$ cat config.mk
export PLATFORM = sky130hd
export DESIGN_NAME = ovp_resp_ctrl
export DESIGN_NICKNAME = d
export VERILOG_FILES = /design/src/rtl/ovp_resp_pkg.sv /design/src/rtl/ovp_tick_counter.sv /design/src/rtl/ovp_code_map.sv /design/src/rtl/ovp_cfg_reg.sv /design/src/rtl/ovp_resp_ctrl.sv
export SDC_FILE = /design/constraint.sdc
export NUM_CORES = 1
export LEC_CHECK = 0
export BUFFER_PORTS_ARGS = -buffer_cell sky130_fd_sc_hd__buf_2
export CORE_ASPECT_RATIO = 0.75
export CORE_MARGIN = 2
export CORE_UTILIZATION = 56
export DETAILED_ROUTE_END_ITERATION = 6
export PLACE_DENSITY = 0.78
export SLEW_MARGIN = 40
export SYNTH_ARGS = -nofsm -noshare
export SYNTH_HDL_FRONTEND = slang
export SYNTH_SLANG_ARGS = --single-unit
$ cat constraint.sdc
create_clock -name clk -period 4.2 [get_ports clk]
set_clock_uncertainty 0.15 [all_clocks]
set_input_delay 0.84 -clock clk [delete_from_list [all_inputs] [get_ports clk]]
set_output_delay 0.84 -clock clk [all_outputs]
set_load 0.02 [all_outputs]
$ cat src/rtl/ovp_resp_pkg.sv
package ovp_resp_pkg;

   typedef enum logic [2:0] {
      ST_IDLE   = 3'd0,
      ST_START  = 3'd1,
      ST_RUN    = 3'd2,
      ST_DELAY  = 3'd3,
      ST_HICCUP = 3'd4,
      ST_LATCH  = 3'd5
   } ovp_state_e;

   localparam logic [1:0] RESP_IGNORE  = 2'b00;
   localparam logic [1:0] RESP_DELAYED = 2'b01;
   localparam logic [1:0] RESP_IMMED   = 2'b10;
   localparam logic [1:0] RESP_BAD     = 2'b11;

endpackage

$ cat src/rtl/ovp_tick_counter.sv
module ovp_tick_counter #(
   parameter int CNT_W = 4
) (
   input  logic             clk,
   input  logic             rst_n,
   input  logic             clr,
   input  logic             tick,
   input  logic [CNT_W-1:0] target,
   output logic             hit
);

   localparam logic [CNT_W-1:0] CNT_MAX = {CNT_W{1'b1}};

   logic [CNT_W-1:0] cnt_q;
   logic [CNT_W:0]   cnt_plus;

   assign cnt_plus = {1'b0, cnt_q} + {{CNT_W{1'b0}}, 1'b1};
   assign hit      = tick && (cnt_plus >= {1'b0, target});

   always_ff @(posedge clk or negedge rst_n) begin
      if (!rst_n) begin
         cnt_q <= '0;
      end else if (clr) begin
         cnt_q <= '0;
      end else if (tick && (cnt_q != CNT_MAX)) begin
         cnt_q <= cnt_plus[CNT_W-1:0];
      end
   end

endmodule

$ cat src/rtl/ovp_code_map.sv
module ovp_code_map #(
   parameter int CODE_W = 3,
   parameter int CNT_W  = 4
) (
   input  logic [CODE_W-1:0] code,
   output logic [CNT_W-1:0]  dly_cycles,
   output logic [CNT_W-1:0]  hic_mult
);

   if (CODE_W != 3) begin : g_code_w_chk
      $error("ovp_code_map: CODE_W must be 3");
   end
   if (CNT_W < CODE_W) begin : g_cnt_w_chk
      $error("ovp_code_map: CNT_W must hold the largest code");
   end

   localparam logic [CODE_W-1:0] LOW_TOP = CODE_W'(1);
   localparam logic [CODE_W-1:0] MID_TOP = CODE_W'(4);

   always_comb begin
      if (code <= LOW_TOP) begin
         dly_cycles = CNT_W'(1);
      end else if (code <= MID_TOP) begin
         dly_cycles = CNT_W'(3);
      end else begin
         dly_cycles = CNT_W'(7);
      end
   end

   always_comb begin
      if (code <= LOW_TOP) begin
         hic_mult = CNT_W'(1);
      end else begin
         hic_mult = CNT_W'(code);
      end
   end

endmodule

$ cat src/rtl/ovp_cfg_reg.sv
module ovp_cfg_reg #(
   parameter int               CFG_W       = 8,
   parameter int               MODE_W      = 2,
   parameter logic [CFG_W-1:0] RESET_CFG   = 8'h8A,
   parameter bit               ALERT_PULSE = 1'b1
) (
   input  logic             clk,
   input  logic             rst_n,
   input  logic             wr_en,
   input  logic [CFG_W-1:0] wr_data,
   output logic [CFG_W-1:0] cfg_q,
   output logic             inv_flag,
   output logic             alert
);

   localparam logic [MODE_W-1:0] MODE_ALL_ONES = {MODE_W{1'b1}};

   logic bad_wr;

   assign bad_wr = wr_en && (wr_data[CFG_W-1 -: MODE_W] == MODE_ALL_ONES);

   always_ff @(posedge clk or negedge rst_n) begin
      if (!rst_n) begin
         cfg_q    <= RESET_CFG;
         inv_flag <= 1'b0;
      end else if (wr_en) begin
         if (bad_wr) begin
            inv_flag <= 1'b1;
         end else begin
            cfg_q    <= wr_data;
            inv_flag <= 1'b0;
         end
      end
   end

   if (ALERT_PULSE) begin : g_alert_pulse
      logic alert_q;
      always_ff @(posedge clk or negedge rst_n) begin
         if (!rst_n) alert_q <= 1'b0;
         else        alert_q <= bad_wr;
      end
      assign alert = alert_q;
   end else begin : g_alert_level
      assign alert = inv_flag;
   end

endmodule

$ cat src/rtl/ovp_resp_ctrl.sv
module ovp_resp_ctrl
   import ovp_resp_pkg::*;
#(
   parameter int                 MODE_W      = 2,
   parameter int                 RETRY_W     = 3,
   parameter int                 CODE_W      = 3,
   parameter int                 CFG_W       = MODE_W + RETRY_W + CODE_W,
   parameter int                 CNT_W       = 4,
   parameter logic [CFG_W-1:0]   RESET_CFG   = 8'h8A,
   parameter bit                 ALERT_PULSE = 1'b1
) (
   input  logic             clk,
   input  logic             rst_n,
   input  logic             cfg_wr_en,
   input  logic [CFG_W-1:0] cfg_wr_data,
   output logic [CFG_W-1:0] cfg_rd_data,
   input  logic             enable_in,
   input  logic             fault_in,
   input  logic             sw_tick,
   input  logic             rise_tick,
   output logic             run_out,
   output logic             latched_off,
   output logic             inv_data_flag,
   output logic             host_alert
);

   if (MODE_W != 2) begin : g_mode_w_chk
      $error("ovp_resp_ctrl: MODE_W must be 2");
   end
   if (CFG_W != MODE_W + RETRY_W + CODE_W) begin : g_cfg_w_chk
      $error("ovp_resp_ctrl: CFG_W must equal the sum of field widths");
   end

   localparam int                 MODE_LSB      = RETRY_W + CODE_W;
   localparam int                 RETRY_LSB     = CODE_W;
   localparam logic [RETRY_W-1:0] RETRY_FOREVER = {RETRY_W{1'b1}};
   localparam logic [RETRY_W-1:0] RETRY_NONE    = '0;

   logic [CFG_W-1:0]   cfg_q;
   logic [MODE_W-1:0]  resp_mode;
   logic [RETRY_W-1:0] retry_set;
   logic [CODE_W-1:0]  tcode;
   logic [CNT_W-1:0]   dly_cycles;
   logic [CNT_W-1:0]   hic_mult;

   ovp_cfg_reg #(
      .CFG_W      (CFG_W),
      .MODE_W     (MODE_W),
      .RESET_CFG  (RESET_CFG),
      .ALERT_PULSE(ALERT_PULSE)
   ) u_cfg (
      .clk     (clk),
      .rst_n   (rst_n),
      .wr_en   (cfg_wr_en),
      .wr_data (cfg_wr_data),
      .cfg_q   (cfg_q),
      .inv_flag(inv_data_flag),
      .alert   (host_alert)
   );

   assign resp_mode   = cfg_q[MODE_LSB +: MODE_W];
   assign retry_set   = cfg_q[RETRY_LSB +: RETRY_W];
   assign tcode       = cfg_q[0 +: CODE_W];
   assign cfg_rd_data = cfg_q;

   ovp_code_map #(
      .CODE_W(CODE_W),
      .CNT_W (CNT_W)
   ) u_map (
      .code      (tcode),
      .dly_cycles(dly_cycles),
      .hic_mult  (hic_mult)
   );

   ovp_state_e         st_q, st_nx;
   logic [RETRY_W-1:0] att_q, att_nx, att_inc;
   logic               cnt_clr, cnt_tick, cnt_hit;
   logic [CNT_W-1:0]   cnt_target;

   always_comb begin
      cnt_tick = (st_q == ST_DELAY) ? sw_tick : rise_tick;
      case (st_q)
         ST_DELAY:  cnt_target = dly_cycles;
         ST_HICCUP: cnt_target = hic_mult;
         default:   cnt_target = CNT_W'(1);
      endcase
   end

   ovp_tick_counter #(
      .CNT_W(CNT_W)
   ) u_cnt (
      .clk   (clk),
      .rst_n (rst_n),
      .clr   (cnt_clr),
      .tick  (cnt_tick),
      .target(cnt_target),
      .hit   (cnt_hit)
   );

   assign att_inc = (att_q == RETRY_FOREVER) ? att_q : att_q + 1'b1;

   function automatic ovp_state_e shut_to(input logic [RETRY_W-1:0] setting,
                                          input logic [RETRY_W-1:0] used);
      if (setting == RETRY_NONE)         return ST_LATCH;
      else if (setting == RETRY_FOREVER) return ST_HICCUP;
      else if (used >= setting)          return ST_LATCH;
      else                               return ST_HICCUP;
   endfunction

   always_comb begin
      st_nx  = st_q;
      att_nx = att_q;
      if (!enable_in) begin
         st_nx  = ST_IDLE;
         att_nx = '0;
      end else begin
         case (st_q)
            ST_IDLE: begin
               if (!fault_in) st_nx = ST_START;
            end
            ST_START, ST_RUN: begin
               if (fault_in && (resp_mode == RESP_IMMED)) begin
                  st_nx = shut_to(retry_set, att_q);
               end else if (fault_in && (resp_mode == RESP_DELAYED)) begin
                  st_nx = ST_DELAY;
               end else if ((st_q == ST_START) && cnt_hit) begin
                  st_nx  = ST_RUN;
                  att_nx = '0;
               end
            end
            ST_DELAY: begin
               if (!fault_in || (resp_mode == RESP_IGNORE)) begin
                  st_nx = ST_RUN;
               end else if ((resp_mode == RESP_IMMED) || cnt_hit) begin
                  st_nx = shut_to(retry_set, att_q);
               end
            end
            ST_HICCUP: begin
               if (cnt_hit) begin
                  att_nx = att_inc;
                  if (fault_in) st_nx = shut_to(retry_set, att_inc);
                  else          st_nx = ST_START;
               end
            end
            ST_LATCH: begin
               st_nx = ST_LATCH;
            end
            default: begin
               st_nx = ST_IDLE;
            end
         endcase
      end
   end

   assign cnt_clr = (st_nx != st_q) || cnt_hit;

   always_ff @(posedge clk or negedge rst_n) begin
      if (!rst_n) begin
         st_q  <= ST_IDLE;
         att_q <= '0;
      end else begin
         st_q  <= st_nx;
         att_q <= att_nx;
      end
   end

   assign run_out     = (st_q == ST_START) || (st_q == ST_RUN) || (st_q == ST_DELAY);
   assign latched_off = (st_q == ST_LATCH);

endmodule

==> results.md, run 1 <==
- Status: complete, no violations
- Total number of vias: 1389
- Worst EP required: 4.27 ns
- Fmax: 274 MHz
- Root Buffer Master: clkbuf_4
- Global-route wire length before repair: roughly 6500 microns
- Max VDD drop: 0.233 mV
- TritonCTS buffer count: 3
- Fraction of layout cells with a size suffix above 1: a little over a quarter
- DIE WIDTH: ~65 microns
- Clock-pin transition on the worst setup and hold timing paths: 0.11 ns
- Vias in the first global route: 1435
- DRC: 0
- Number of flops mapped to enable cells by yosys: 0
- Crit end category: register
- Row count: 16
- Via/cell ratio: 5.99
- Hold-fix buffers, CTS: 0
- I/O Pins: 27
- Initial antenna violation count: 0
- Total track usage: about a quarter
- Clock Sinks: 20
- Min-Delay Path Class: primary input to async pin
- Net switching power: about 0.27 mW
- Mapped cell area: about 0.0015 sq mm
- First-iteration detailed-routing DRC count: 140
- Worst Path Max Fanout: 11
- Die height: 49.4 microns
- Final Instance Area: 0.00174 sq mm
- Internal power: 0.396 mW
- Core Area: 0.00260 sq mm
- WS Path Type: register to register
- Die Area: 0.00319 sq mm
- Slew Viols, Final: 0
- Setup slack at placement: 0.610 ns
- CTS tree: done
- Headroom to the max-slew limit: roughly 67%
- DRT antenna net count: 0
- Sequential area share after synthesis: 32.7%
- Initial Util: 59.2%
- Static Leak: roughly 0.84 nW
- Clk buf depth: 2
- Worst Tran Pin Value: just under 0.5 ns
- Max-cap check violation count: 0
- Fin crit period: 3.65 ns
- Clock power frac: between 15 and 20%
- Fin crit share: 86.8%
- Average size of a mapped cell: 9.01 sq um
- Fill cells: 208
- Power, Total: between 0.6 and 0.7 mW
- Most used DFF post-synth: dfrtp_1
- Syn nets: 197
- Fin cells: 232
- RSZ-0062 raised after global routing: no
- Post-cts sizing count: 0
- Setup violators final: 0
- Startpoint Class: register
- Sw Share: 40.7%
- Ant. Diodes: 0
- Post-Syn Instances: 171
- Layout Area Growth over Synthesis: 12.8%
- Cell variety after synth: 54
- Comb pwr share: 45.1%
- Worst hold slack: roughly 0.31 ns
- Pin count of the biggest net entering global routing: 21
- Final nets: 223
- Worst EP arrival: roughly 3.7 ns
- Placed inst area: 0.00170 sq mm
- Sequential Power Share: a little under two fifths
- Post-placement cell count: 228
- FFs w/ async S/R, synth: 100%
- PnR worst setup slack: between 0.5 and 0.6 ns
- PortBufs: 26
- #FFs+latches synth: 20
- Post CTS Setup Buffer Count: 0
- Post-layout util: 66.8%
- DR WL/cell: 15.6 microns
- Overflow after GRT: 0
- Clock Latency Late Sink: 0.31 ns
- Pwr/cell area: 384 mW/mm^2
- Final hold vios: 0
- Initial DRT Pass Iterations: 4
- WL final: 3620 microns
- Yosys warns: 0
- Final Wtd Congestion: 0.955
- DP Wirelength: around 2900 microns
- Htree depth: 1
- Final TNS setup: 0 ns
## sequential cells by signal, indices dropped and copies added, names as in the netlist
| name | flops |
|---|---|
| att_q | 3 |
| st_q | 3 |
| u_cfg.alert | 1 |
| u_cfg.cfg_q | 8 |
| u_cfg.inv_flag | 1 |
| u_cnt.cnt_q | 4 |
## metal layers
metal  share of wire, %  vias to the layer above  GRT usage, %
met5                  0                        -             0
met2                 46                       70          40.5
met4                1.4                        0          5.67
met3                8.2                       10          6.47
li1                   -                      667             -
met1                 44                      642          36.0
## synth_stat cells, types with 2 or more instances
cell type | number | share of area, %
or3_1 | 2 | 0.81
and3_1 | 2 | 0.81
a21oi_1 | 11 | 3.6
nand2b_1 | 2 | 0.81
ha_1 | 11 | 8.9
buf_2 | 2 | 0.65
mux2_2 | 7 | 5.1
clkbuf_1 | 4 | 0.97
dfrtp_1 | 17 | 28
nor2_1 | 17 | 4.1
inv_1 | 5 | 1.2
a211oi_1 | 2 | 0.97
nand2_1 | 22 | 5.4
mux2i_1 | 4 | 2.6
o21ai_0 | 11 | 3.6
nor2b_1 | 6 | 2.4
nand3_1 | 2 | 0.65
dfstp_2 | 3 | 5.1
o211ai_1 | 2 | 0.97
xor2_1 | 4 | 2.3
a22o_1 | 2 | 1.1
## cell type report
class / instances / area, sq um / share of cell area (%)
Sequential cell: 20 / 504 / 29.0
Multi-Input combinational cell: 138 / 985 / 56.7
Inverter: 6 / 22.5 / 1.30
Clock buffer: 4 / 36.3 / 2.09
Tap cell: 36 / 45.0 / 2.59
Timing Repair Buffer: 28 / 145 / 8.35
## cells in the final DEF, fill, tap and decap left out, types with 2 or more instances in the layout
master    count
nand3_1       2
a22o_1        2
inv_1         5
o21ai_0      11
mux2i_1       4
nand2_1      22
mux2_2        7
dfrtp_1      17
nor2_1       17
buf_2        26
and3_1        2
nand2b_1      2
xor2_1        4
ha_1         11
or3_1         2
o211ai_1      2
buf_4         2
clkbuf_4      3
dfstp_2       3
a21oi_1      11
a211oi_1      2
nor2b_1       6
## power groups by stage
stage                     Sequential [mW]  Combinational (mW)  Clock [mW]
after floorplan                     0.258               0.212           0
after global placement              0.253               0.288           0
after detailed placement            0.255               0.296           0
after CTS                           0.251               0.298       0.116
after global routing                0.256               0.337       0.124
final                               0.252               0.301       0.114
## final timing paths
path                                      from        endpoint  slack, ns  cells after the start
worst min-delay path                     rst_n  u_cfg.cfg_q[0]       0.31                      1
worst max register to register         st_q[1]  u_cnt.cnt_q[2]       0.55                     11
max in group asynchronous                rst_n  u_cfg.cfg_q[3]       3.25                      1
min in group clk                u_cfg.inv_flag  u_cfg.inv_flag       0.39                      2
worst max-delay path                   st_q[1]  u_cnt.cnt_q[2]       0.55                     11
worst min register to register  u_cfg.inv_flag  u_cfg.inv_flag       0.39                      2
## critical path, cell delays in order (launching register included)
cell,delay [ns]
dfrtp_1,0.55
nor2_1,0.26
nand2_1,0.11
or3_1,0.35
ha_1,0.27
or3b_2,0.43
a21oi_1,0.23
a21oi_1,0.21
o211a_1,0.30
a31oi_4,0.22
a32oi_2,0.18
nor4bb_2,0.30
## kinds of logic after synthesis
| family | count (synthesis) | synth area share [%] |
|---|---|---|
| adders and majority gates | 11 | 8.94 |
| muxes | 12 | 8.61 |
| xor gates and xnor gates | 5 | 2.84 |
| buffers and inverters | 13 | 3.57 |
| DFF | 20 | 32.7 |
| AOI/OAI and AO/OA | 44 | 20.6 |
| and+or+nand+nor | 66 | 22.7 |
Power figures use the tool's default switching activity.
==> run 2: changes to the inputs <==
--- a/config.mk
+++ b/config.mk
@@ -7,7 +7,6 @@
 export LEC_CHECK = 0
 export BUFFER_PORTS_ARGS = -buffer_cell sky130_fd_sc_hd__buf_2
 export CORE_ASPECT_RATIO = 0.75
-export CORE_MARGIN = 2
 export CORE_UTILIZATION = 56
 export DETAILED_ROUTE_END_ITERATION = 6
 export PLACE_DENSITY = 0.78
==> results.md, run 2 (synthesis gave the netlist of run 1 again) <==
- I/O Pins: 27
- Total track usage: 24.6%
- Post CTS Setup Buffer Count: 0
- Via/cell ratio: about 6.1
- Row count: 16
- Slew Viols, Final: 0
- WL final: 3470 microns
- RSZ-0062 raised after global routing: no
- Htree depth: 1
- CTS tree: done
- CP endpoint: u_cnt.cnt_q[2]
- TritonCTS buffer count: 3
- Pin count of the biggest net entering global routing: 21
- Max VDD drop: around 0.33 mV
- Clk buf depth: 2
- WS Path Type: register to register
- Power, Total: 0.664 mW
- Hold-fix buffers, CTS: 0
- Vias in the first global route: 1173
- First-iteration detailed-routing DRC count: 156
- Clock-pin transition on the worst setup and hold timing paths: 0.11 ns
- Core Area: 0.00260 sq mm
- Global-route wire length before repair: 5520 microns
- R2R Setup Slk: 0.55 ns
- Largest registers: u_cfg.cfg_q (8), u_cnt.cnt_q (4)
- Final nets: around 220
- Initial Util: 59.2%
- Crit end category: register
- Final TNS setup: 0 ns
- Pwr/cell area: 382 mW/mm^2
- Commonest non-fill, non-tap cell in the layout: buf_2
- Most frequent cells in the layout: 26 x buf_2, 22 x nand2_1, 17 x nor2_1, 17 x dfrtp_1
- Layout Area Growth over Synthesis: 12.8%
- Clock Sinks: 20
- Total number of vias: 1423
- DR WL/cell: 14.9 microns
- Worst Tran Pin Value: 0.493 ns
- Die Area: 0.00297 sq mm
- Max FFs per register: 8
- DRT antenna net count: 0
- DIE WIDTH: about 63 microns
- Ant. Diodes: 0
- Min-Delay Path Class: primary input to async pin
- Clock Latency Late Sink: 0.30 ns
- CP Launch Point: st_q[1]
- R2R depth: 11
- Post-cts sizing count: 0
- Fmax: between 200 and 300 MHz
- Status: complete, no violations
- Final Wtd Congestion: 0.905
- Worst Path Max Fanout: 11
- R2r startpoint: st_q[1]
- Fin crit period: roughly 3.7 ns
- Worst EP required: around 4.3 ns
- Max-cap check violation count: 0
- Final hold vios: 0
- Startpoint Class: register
- Worst EP arrival: between 3 and 4 ns
- Initial antenna violation count: 0
- Initial DRT Pass Iterations: 4
- Fin crit share: 86.9%
- Overflow after GRT: 0
- Die height: 47.4 microns
- Worst hold slack: 0.313 ns
- Fraction of layout cells with a size suffix above 1: 27.0%
- Headroom to the max-slew limit: 67.0%
- Root Buffer Master: clkbuf_4
- DRC: 0
- Post-layout util: 66.8%
- Static Leak: 0.841 nW
- DP Wirelength: 2740 microns
- Largest reg by FF count: u_cfg.cfg_q
- Worst r2r dst: u_cnt.cnt_q[2]
- Setup violators final: 0
- PortBufs: 26
## run 2: per-layer routing
layer | global-route usage [%] | vias up | wire [microns]
met1 | 35.0 | 669 | 1650
met4 | 5.58 | 0 | 23
met5 | 0 | - | 0
li1 | - | 673 | -
met3 | 5.95 | 6 | 307
met2 | 38.9 | 75 | 1490
## run 2: stage by stage
stage,area [sq um],std cells,worst slack [ns]
6_report,1740,232,0.549
5_1_grt,1740,232,0.314
4_1_cts,1730,232,0.610
3_5_place_dp,1700,228,0.634
3_3_place_gp,1700,228,0.794
2_1_floorplan,1540,171,0.915
## run 2: where the power goes
group          internal, mW  switching (mW)  leakage (nW)
clock network        0.0529          0.0590        0.0210
logic                 0.124           0.176         0.566
registers             0.218          0.0333         0.254
## run 2: worst min-delay path by stage
stage | to | slack, ns
3_5_place_dp | u_cfg.inv_flag | 0.35
4_1_cts | u_cfg.cfg_q[5] | 0.32
6_report | att_q[2] | 0.31
2_1_floorplan | att_q[2] | 0.36
3_3_place_gp | u_cfg.inv_flag | 0.32
5_1_grt | att_q[2] | 0.34
## run 2: critical path, stage by stage, from the launching register on
cell,delay [ns]
dfrtp_1,0.54
nor2_1,0.26
nand2_1,0.12
or3_1,0.37
ha_1,0.28
or3b_2,0.44
a21oi_1,0.22
a21oi_1,0.22
o211a_1,0.31
a31oi_4,0.19
a32oi_2,0.17
nor4bb_2,0.30
## run 2: cell type report
cell class | instances | area [sq um]
Clock buffer | 4 | 36.3
Fill cell | 228 | 865
Inverter | 6 | 22.5
Multi-Input combinational cell | 138 | 985
Sequential cell | 20 | 504
Tap cell | 36 | 45.0
Timing Repair Buffer | 28 | 145
==> run 3: changes to the inputs <==
--- a/config.mk
+++ b/config.mk
@@ -7,9 +7,9 @@
 export LEC_CHECK = 0
 export BUFFER_PORTS_ARGS = -buffer_cell sky130_fd_sc_hd__buf_2
 export CORE_ASPECT_RATIO = 0.75
-export CORE_UTILIZATION = 56
+export CORE_UTILIZATION = 24
 export DETAILED_ROUTE_END_ITERATION = 6
-export PLACE_DENSITY = 0.78
+export PLACE_DENSITY = 0.39
 export SLEW_MARGIN = 40
 export SYNTH_ARGS = -nofsm -noshare
 export SYNTH_HDL_FRONTEND = slang
==> constraint.sdc (replaced) <==
create_clock -name clk -period 3.9 [get_ports clk]
set_clock_uncertainty 0.15 [all_clocks]
set_input_delay 0.78 -clock clk [delete_from_list [all_inputs] [get_ports clk]]
set_output_delay 0.78 -clock clk [all_outputs]
set_load 0.02 [all_outputs]
==> results.md, run 3 (synthesis gave the netlist of run 1 again) <==
- Status: complete, no violations
- Setup violators final: 0
- DR WL/cell: approximately 14 microns
- Row count: 24
- CP bufs+invs: 0
- Vias in the first global route: 1302
- DRT antenna net count: 0
- WS Path Type: register to register
- DIE WIDTH: about 95 microns
- Static Leak: 0.847 nW
- Initial antenna violation count: 0
- Post-placement cell count: 271
- Final nets: 224
- Slew Viols, Final: 0
- Clock Sinks: 20
- First-iteration detailed-routing DRC count: 96
- Largest registers: u_cfg.cfg_q (8), u_cnt.cnt_q (4)
- Clk buf depth: 2
- Global-route wire length before repair: 6510 microns
- Initial DRT Pass Iterations: 4
- Met3 Usage GRT: 1.59%
- Max VDD drop: 0.125 mV
- Crit end category: register
- Overflow after GRT: 0
- Power, Total: between 0.7 and 0.8 mW
- Clock Latency Late Sink: 0.27 ns
- Startpoint Class: register
- Largest reg by FF count: u_cfg.cfg_q
- Post-layout util: between 30% and 40%
- Pwr/cell area: 415 mW/mm^2
- Fin crit share: 92.5%
- Initial Util: about a quarter
- Final TNS setup: 0 ns
- Hold-fix buffers, CTS: 0
- CP cell instances: nor2_1 -> nand2_1 -> or3_1 -> ha_1 -> or3b_2 -> a21oi_1 -> a21oi_1 -> o211a_1 -> a31oi_4 -> a32oi_2 -> nor4bb_2
- R2r startpoint: st_q[1]
- CP Launch Point: st_q[1]
- Fraction of layout cells with a size suffix above 1: approximately a quarter
- Busiest grt layer: met1
- Delay-heaviest family, CP: simple AND/OR/NAND/NOR gates
- Die Area: just under 0.007 sq mm
- Slowest stage delay, CP: 0.54 ns
- RSZ-0062 raised after global routing: no
- Most frequent cells in the layout: 26 x buf_2, 22 x nand2_1, 17 x nor2_1, 17 x dfrtp_1
- Worst Tran Pin Value: 0.712 ns
- DRC: 0
- Slowest CP cell: dfrtp_1
- Fmax: 277 MHz
- Worst EP arrival: 3.64 ns
- Post-cts sizing count: 0
- Total track usage: 12.4%
- Fin cells: 275
- WL final: 3920 microns
- PortBufs: 26
- Htree depth: 1
- Final hold vios: 0
- Final Wtd Congestion: between 0.8 and 0.9
- Die height: between 70 and 80 microns
- Worst EP required: 3.93 ns
- Headroom to the max-slew limit: 52.1%
- Root Buffer Master: clkbuf_8
- Met1 Use GR: 19.0%
- TritonCTS buffer count: 3
- Min-Delay Path Class: primary input to async pin
- Met2 Usage GRT: approximately 18%
- DP Wirelength: 3070 microns
- Post CTS Setup Buffer Count: 0
- Max FFs per register: 8
- Most used cell, CP: a21oi_1
- Via/cell ratio: 4.99
- Commonest non-fill, non-tap cell in the layout: buf_2
- Layout Area Growth over Synthesis: 17.1%
- Max-cap check violation count: 0
- Worst Path Max Fanout: 11
- I/O Pins: 27
- Ant. Diodes: 0
- Fin crit period: 3.61 ns
- Clock-pin transition on the worst setup and hold timing paths: ~0.080 ns
- Pin count of the biggest net entering global routing: 21
- CTS tree: done
- Core Area: 0.00601 sq mm
- Fill cells: approximately 640
- Total number of vias: roughly 1.4k
run 3: cell count changes in the layout (fill, tap and decap cells not counted):
cell      change
clkbuf_4      -3
clkbuf_8      +2
a21boi_0      +1
a21boi_2      -1
buf_4         +1
clkbuf_1      +1
run 3: path summary, 6_finish.rpt:
path	endpoint	slack (ns)	depth (start not counted)
setup / recovery	u_cnt.cnt_q[2]	0.29	11
hold / removal	u_cfg.cfg_q[2]	0.30	1
setup reg to reg	u_cnt.cnt_q[2]	0.29	11
hold reg to reg	u_cfg.inv_flag	0.36	2
max in group asynchronous	u_cfg.cfg_q[3]	2.95	1
min in group clk	u_cfg.inv_flag	0.36	2
run 3: layout make-up:
cell class / instances / area (sq um) / area share [%]
clock buffers: 4 / 45.0 / 2.50
inverters: 6 / 22.5 / 1.25
flip-flops and latches: 20 / 504 / 28.0
well taps: 78 / 97.6 / 5.41
repair buffers: 29 / 153 / 8.47
multi-input cells: 138 / 981 / 54.4
run 3: report_power, final:
group | total [mW] | switching (mW) | internal [mW]
Sequential | 0.275 | 0.0394 | 0.235
Clock | 0.148 | 0.0747 | 0.0730
Combinational | 0.326 | 0.191 | 0.135
run 3: stage by stage:
stage	cell area [sq um]	worst slack [ns]	hold slack, ns
2_1_floorplan	1540	0.615	0.334
3_3_place_gp	1760	0.470	0.329
3_5_place_dp	1760	0.306	0.340
4_1_cts	1800	0.307	0.333
5_1_grt	1800	0.0192	0.347
6_report	1800	0.291	0.302
run 3: routing by layer:
| metal | wire [microns] | vias up | part of all wire, % |
|---|---|---|---|
| met5 | 0 | - | 0 |
| met4 | 53 | 0 | 1.4 |
| met3 | 233 | 5 | 5.9 |
| met2 | 1590 | 55 | 41 |
| met1 | 2040 | 642 | 52 |
| li1 | - | 671 | - |
